File: config.mk
export PLATFORM = sky130hd
export DESIGN_NAME = clkevt_irq_ctrl
export DESIGN_NICKNAME = d
export VERILOG_FILES = /design/src/rtl/clkevt_pkg.sv /design/src/rtl/clkevt_trig.sv /design/src/rtl/clkevt_sticky.sv /design/src/rtl/clkevt_irq_ctrl.sv
export SDC_FILE = /design/constraint.sdc
export NUM_CORES = 1
export LEC_CHECK = 0
export CAP_MARGIN = 20
export CORE_UTILIZATION = 44
export DETAILED_ROUTE_END_ITERATION = 12
export PLACE_DENSITY = 0.77
export SKIP_CTS_REPAIR_TIMING = 1
export SKIP_LAST_GASP = 1
export SLEW_MARGIN = 20
export SYNTH_ARGS = -nofsm -noshare
export SYNTH_HDL_FRONTEND = slang
export SYNTH_SLANG_ARGS = --single-unit
File: constraint.sdc
create_clock -name clk -period 1.9 [get_ports clk]
set_input_delay 0.285 -clock clk [delete_from_list [all_inputs] [get_ports clk]]
set_output_delay 0.285 -clock clk [all_outputs]
set_load 0.005 [all_outputs]
File: src/rtl/clkevt_pkg.sv
package clkevt_pkg;
  typedef enum logic [1:0] {
    TRIG_RISE = 2'd0,
    TRIG_ANY  = 2'd1,
    TRIG_ZERO = 2'd2
  } trig_e;

  localparam int DW = 8;
  localparam logic [7:0] VAL_ST_ADDR = 8'h0D;
  localparam logic [7:0] EVT_ST_ADDR = 8'h0F;
  localparam logic [7:0] EN_ADDR     = 8'h10;

  localparam int ALARM_BIT = 7;
  localparam int LOCK_BIT  = 6;
  localparam int UNQ_BIT   = 4;
  localparam int VAL_LSB   = 2;
  localparam int NVAL      = 4;
endpackage

File: src/rtl/clkevt_trig.sv
module clkevt_trig #(
  parameter int W = 1,
  parameter clkevt_pkg::trig_e MODE = clkevt_pkg::TRIG_RISE
) (
  input  logic         clk,
  input  logic [W-1:0] sig_i,
  output logic         evt_o
);
  logic [W-1:0] prev_q;

  // History is loaded during reset too, so static levels raise no event.
  always_ff @(posedge clk) begin
    prev_q <= sig_i;
  end

  generate
    if (MODE == clkevt_pkg::TRIG_RISE) begin : g_rise
      assign evt_o = |(sig_i & ~prev_q);
    end else if (MODE == clkevt_pkg::TRIG_ANY) begin : g_any
      assign evt_o = (sig_i != prev_q);
    end else begin : g_zero
      assign evt_o = (sig_i == '0) && (prev_q != '0);
    end
  endgenerate
endmodule

File: src/rtl/clkevt_sticky.sv
module clkevt_sticky #(
  parameter logic RST_VAL = 1'b0
) (
  input  logic clk,
  input  logic rst,
  input  logic set_i,
  input  logic clr_i,
  output logic q_o
);
  always_ff @(posedge clk) begin
    if (rst) q_o <= RST_VAL;
    else     q_o <= (q_o & ~clr_i) | set_i;
  end
endmodule

File: src/rtl/clkevt_irq_ctrl.sv
module clkevt_irq_ctrl #(
  parameter int AW = 8
) (
  input  logic                      clk,
  input  logic                      rst,
  input  logic                      sync_alarm_i,
  input  logic                      lock_i,
  input  logic [3:0]                hpv_idx_i,
  input  logic [clkevt_pkg::NVAL-1:0] valid_i,
  input  logic [AW-1:0]             addr_i,
  input  logic [clkevt_pkg::DW-1:0] wdata_i,
  input  logic                      we_i,
  output logic [clkevt_pkg::DW-1:0] rdata_o,
  output logic                      irq_o
);
  import clkevt_pkg::*;

  localparam logic [AW-1:0] A_VAL = AW'(VAL_ST_ADDR);
  localparam logic [AW-1:0] A_EVT = AW'(EVT_ST_ADDR);
  localparam logic [AW-1:0] A_EN  = AW'(EN_ADDR);

  logic wr_val, wr_evt, wr_en;
  logic ev_alarm, ev_lock, ev_unq;
  logic [NVAL-1:0] ev_val;
  logic alarm_st, lock_st, unq_st;
  logic [NVAL-1:0] val_st;
  logic [NVAL-1:0] en_q;

  assign wr_val = we_i && (addr_i == A_VAL);
  assign wr_evt = we_i && (addr_i == A_EVT);
  assign wr_en  = we_i && (addr_i == A_EN);

  clkevt_trig #(.W(1), .MODE(TRIG_RISE)) u_trig_alarm (
    .clk(clk), .sig_i(sync_alarm_i), .evt_o(ev_alarm));
  clkevt_trig #(.W(1), .MODE(TRIG_ANY)) u_trig_lock (
    .clk(clk), .sig_i(lock_i), .evt_o(ev_lock));
  clkevt_trig #(.W(4), .MODE(TRIG_ZERO)) u_trig_unq (
    .clk(clk), .sig_i(hpv_idx_i), .evt_o(ev_unq));

  clkevt_sticky #(.RST_VAL(1'b1)) u_st_alarm (
    .clk(clk), .rst(rst), .set_i(ev_alarm),
    .clr_i(wr_evt && wdata_i[ALARM_BIT]), .q_o(alarm_st));
  clkevt_sticky #(.RST_VAL(1'b1)) u_st_lock (
    .clk(clk), .rst(rst), .set_i(ev_lock),
    .clr_i(wr_evt && wdata_i[LOCK_BIT]), .q_o(lock_st));
  clkevt_sticky #(.RST_VAL(1'b1)) u_st_unq (
    .clk(clk), .rst(rst), .set_i(ev_unq),
    .clr_i(wr_evt && wdata_i[UNQ_BIT]), .q_o(unq_st));

  generate
    for (genvar n = 0; n < NVAL; n++) begin : g_val
      clkevt_trig #(.W(1), .MODE(TRIG_ANY)) u_trig (
        .clk(clk), .sig_i(valid_i[n]), .evt_o(ev_val[n]));
      clkevt_sticky #(.RST_VAL(1'b0)) u_st (
        .clk(clk), .rst(rst), .set_i(ev_val[n]),
        .clr_i(wr_val && wdata_i[VAL_LSB+n]), .q_o(val_st[n]));
    end
  endgenerate

  always_ff @(posedge clk) begin
    if (rst)        en_q <= '0;
    else if (wr_en) en_q <= wdata_i[VAL_LSB +: NVAL];
  end

  always_ff @(posedge clk) begin
    if (rst) begin
      rdata_o <= '0;
    end else begin
      rdata_o <= '0;
      case (addr_i)
        A_VAL: rdata_o[VAL_LSB +: NVAL] <= val_st;
        A_EN:  rdata_o[VAL_LSB +: NVAL] <= en_q;
        A_EVT: begin
          rdata_o[ALARM_BIT] <= alarm_st;
          rdata_o[LOCK_BIT]  <= lock_st;
          rdata_o[UNQ_BIT]   <= unq_st;
        end
        default: rdata_o <= '0;
      endcase
    end
  end

  assign irq_o = |(val_st & en_q);
endmodule

Word-level counts from Yosys, hierarchy flattened
Index checks and enable logic that the tools add are counted.
Cells by class
  equality and inequality tests: 8
  multiplexer cells: 3
  bitwise logic cells: 25
  reduce and logical (&&, ||, !) cells: 15
Operators with widths (number)
  == test 8 x 4 -> 1 bit, second input constant: 2
  logical AND 1 bit: 11
  inverter 1 bit: 9
  AND 1 bit: 8
  == test 8 x 5 -> 1 bit, second input constant: 1
  bitwise OR 1 bit: 7
  != test 1 bit: 5
  AND 4 bit: 1
  logical NOT 4 bit: 1
  one-hot mux 2 bit (2 select lines): 1
  nonzero test 4 bit: 1
  OR reduction 4 bit: 1
  one-hot mux 1 bit (3 select lines): 1
  one-hot mux 1 bit (2 select lines): 1
  OR reduction 2 bit: 1
Storage, ports and cells
  flip-flop bits (word level): 29
  input port bits: 29

Longest topological paths before layout
  depth after elaboration: 6
  gate-level depth with buffers: 4
  mapped depth without buffers: 3

Modules after synthesis
From an unflattened synthesis, not the netlist that was laid out.
Unflattened totals
  cells, all modules: 115
  area, all modules: 1113.6 sq um
By module, submodules not included
  clkevt_irq_ctrl: times used 1, cells an instance 68, area an instance 585.6 sq um, seq. area each 200.2 sq um
  clkevt_sticky at g_val[0].u_st ...: times used 4, cells an instance 4, area an instance 38.8 sq um, seq. area each 20.0 sq um
  clkevt_trig at g_val[0].u_trig ...: times used 5, cells an instance 2, area an instance 28.8 sq um, seq. area each 20.0 sq um
  clkevt_sticky at u_st_alarm ...: times used 3, cells an instance 4, area an instance 32.5 sq um, seq. area each 20.0 sq um
  clkevt_trig at u_trig_unq: times used 1, cells an instance 7, area an instance 97.6 sq um, seq. area each 80.1 sq um
  clkevt_trig at u_trig_alarm: times used 1, cells an instance 2, area an instance 33.8 sq um, seq. area each 20.0 sq um

Worst setup path after synthesis
No wires, ideal clock.
  path type: input -> register
  start point: input addr_i[1]
  end point: register en_q[2]
  library setup time: 0.121 ns
  arrival: 1.297 ns
  data required time: 1.779 ns
  setup slack: 0.482 ns
  cell stages on the path: 4
  path buffers: 1
  cells stage by stage: nor4_4 > and3_1 > buf_6 > mux2_4
On the way
  word-level cells in the longest chain between the ends: 2
RTL lines
  start: declaration: RTL line clkevt_irq_ctrl.sv:10  | input logic [AW-1:0] addr_i,
  == test 8 x 5 -> 1 bit: RTL line clkevt_irq_ctrl.sv:31  | assign wr_en = we_i && (addr_i == A_EN);
  logical AND 1 bit: RTL line clkevt_irq_ctrl.sv:31
  end signal: assignment: RTL line clkevt_irq_ctrl.sv:62  | else if (wr_en) en_q <= wdata_i[VAL_LSB +: NVAL];
  end: declaration: RTL line clkevt_irq_ctrl.sv:27  | logic [NVAL-1:0] en_q;
No other way between the ends.
A chain may end at the register's enable or synchronous reset.

Final worst setup path
  start point: register g_val[3].u_st.q_o
  end point: output irq_o
On the way
  word-level cells in the longest chain between the ends: 2
RTL lines
  start: declaration: RTL line clkevt_sticky.sv:8  | output logic q_o
  start signal: assignment: RTL line clkevt_sticky.sv:12  | else q_o <= (q_o & ~clr_i) | set_i;
  AND 4 bit: RTL line clkevt_irq_ctrl.sv:83  | assign irq_o = |(val_st & en_q);
  OR reduction 4 bit: RTL line clkevt_irq_ctrl.sv:83
  end: declaration: RTL line clkevt_irq_ctrl.sv:14  | output logic irq_o
No other way between the ends.

==> summary.md <==
| Metric | Value |
|---|---|
| Synth Flop Type | `dfxtp_1` |
| First-pass GRT wire length | `3643 um` |
| Worst path arrival time | `1410 ps` |
| Synthesized area | `0.001106 mm2` |
| Clock root cell | `clkbuf_4` |
| IO buf count | `33` |
| Longest Clk Path Bufs | `2` |
| Tot GR Track Use | `0.1862` |
| Total gr overflow | `0` |
| Largest net degree at the start of global routing | `15` |
| Full die area | `0.002718 mm2` |
| RSZ-0062 raised after global routing | `false` |
| Vias/cell | `5.257` |
| Final wirelength | `2141 um` |
| Final ANT Viol Nets | `0` |
| Post-synth ARST share | `0` |
| Die H | `52.14 um` |
| Startpoint types | `register` |
| IO Pins | `38` |
| Outcome | `finished clean` |
| Fill cells | `194` |
| Clock transition at path regs | `140 ps` |
| Post-Syn Area per Cell | `10.64 um2` |
| Synth area leader | `dfxtp_1` |
| PwrDens | `around 640 mW/mm2` |
| EDFF count, synth | `0` |
| Yosys warns | `0` |
| Most frequent cell after synthesis | `dfxtp_1` |
| Cell count after synthesis | `104` |
| Hold Slack | `413.6 ps` |
| Post-DP HPWL | `between 1500 and 2000 um` |
| Clock Skews | `4.547 ps` |
| Reg2Reg Launch Point | `u_trig_unq.prev_q[1]$_DFF_P_` |
| Count of final max-slew check failures | `0` |
| Vias in the first global route | `~860` |
| Power, Total | `approximately 1 mW` |
| Crit end category | `output port` |
| Critical Path Start | `g_val[3].u_st.q_o$_SDFF_PP0_` |
| Hold depth | `1` |
| Share of the synthesized area in the top cell type | `0.4887` |
| DR iter-0 viols | `6` |
| Final Setup Violations | `0` |
| Placer Congestion | `0.8141` |
| # DRC | `0` |
| Crit path max fanout | `3` |
| Worst EP required | `1620 ps` |
| Post-Route Utilization | `0.6596` |
| Num Clock Sinks | `27` |
| Most instantiated cells after synthesis | `dfxtp_1, a21oi_1, nand2b_1, nand3_1, o41ai_1` |
| Layout cells sized above 1 | `0.1329` |
| Clock latency on the worst-skew pair | `between 300 and 400 ps` |
| CTS tree | `built` |
| H-tree depth | `1` |
| Final period utilization | `0.8945` |
| Setup TNS | `0 ps` |
| Max-cap violations | `0` |
| Leakage power | `0.5592 nW` |
| Hold Crit Class | `in -> reg` |
| Routed wire per std cell | `12.52 um` |
| Worst VDD drop | `0.5661 mV` |
| Design Area, Final | `0.001515 mm2` |
| ANT cells | `0` |
| Core Box Area | `0.002297 mm2` |
| Fin. Hold Viols | `0` |
| Fmax | `0.5884 GHz` |
| Worst Path Class, Setup | `reg -> out` |
| FP Rows | `17` |
| Area post-placement | `between 0.001 and 0.0015 mm2` |
| Starting density of the core | `0.4815` |
| Most area-consuming cells after synthesis | `dfxtp_1, nand2b_1, o41ai_1` |
| Sequential share of the synthesized area | `0.4887` |
| Hold_sp | `hpv_idx_i[2]` |
| Register Area | `540.5 um2` |
| Final min period | `1700 ps` |
| DR vias | `~900` |
| Fin nets | `173` |
| Yosys reg bits | `27` |
| Total CTS buffers | `3` |
| Distinct cell type count after synthesis | `35` |
| Multi-input logic area | `523.0 um2` |
| Initial antenna violation count | `0` |
| Die W | `about 52 um` |
| FF-to-FF path depth | `3` |
| DR pass1 iterations | `4` |
| Area growth syn-to-layout | `36.99%` |
[sequential cells by signal, indices dropped and copies added (netlist names)]
signal / count
u_trig_alarm.prev_q: 1
u_st_unq.q_o: 1
u_trig_lock.prev_q: 1
u_st_alarm.q_o: 1
g_val.u_st.q_o: 4
g_val.u_trig.prev_q: 4
u_trig_unq.prev_q: 4
rdata_o: 6
u_st_lock.q_o: 1
en_q: 4
[where the power goes]
| group | internal (mW) | switching, mW |
|---|---|---|
| registers | 0.586 | 0.0108 |
| logic | 0.0803 | 0.0506 |
| clock network | 0.0824 | 0.164 |
[per-stage QoR]
stage | std cells | worst slack (ps)
floorplan | 105 | 481.7
global placement | 167 | 80.54
detailed placement | 167 | 33.68
CTS | 171 | 179.8
global route | 171 | 142.3
finish | 171 | 200.4
[cell families after synthesis]
kind of cell	after synthesis	synth area share
buf+inv	8	0.04185
other cells	1	0.003390
simple gates	41	0.2704
compound gates	18	0.1154
flops	27	0.4887
mux	4	0.04072
xor+xnor	5	0.03959
[critical path, cell delays in order, from the launching register on]
cell             delay [ps]
dfxtp_1                 370
a22oi_1                 200
nand2_1                  80
clkdlybuf4s50_1         450
[placed cells by master, fill, tap and decap left out, types with 3 or more instances in the layout]
cell / count
a21oi_1: 8
and2_1: 3
buf_4: 7
clkbuf_4: 3
clkdlybuf4s50_1: 33
dfxtp_1: 27
mux2i_1: 3
nand2_1: 3
nand2b_1: 7
nand2b_2: 4
nand3_1: 7
o41ai_1: 5
xnor2_1: 4
[cell type report]
cell class                 count  area share
sequential                    27      0.3567
clock buffer                   4     0.01734
inverter                       2    0.004955
tap                           28     0.02312
timing repair buffer          40      0.2527
multi-input combinational     70      0.3452
[path summary, 6_finish.rpt]
kind	end	slack, ps
max	irq_o	200
min	u_trig_unq.prev_q[2]$_DFF_P_	410
max reg2reg	u_st_unq.q_o$_SDFF_PP1_	760
min reg2reg	u_st_lock.q_o$_SDFF_PP1_	480
[layer usage]
layer  wire (um)  global-route usage  part of all wire
met4          49              0.1053             0.023
met1         896              0.2151              0.42
met2        1096              0.3248              0.51
met3          98             0.02632             0.046
met5           0                   0                 0
Power figures use the tool's default switching activity.
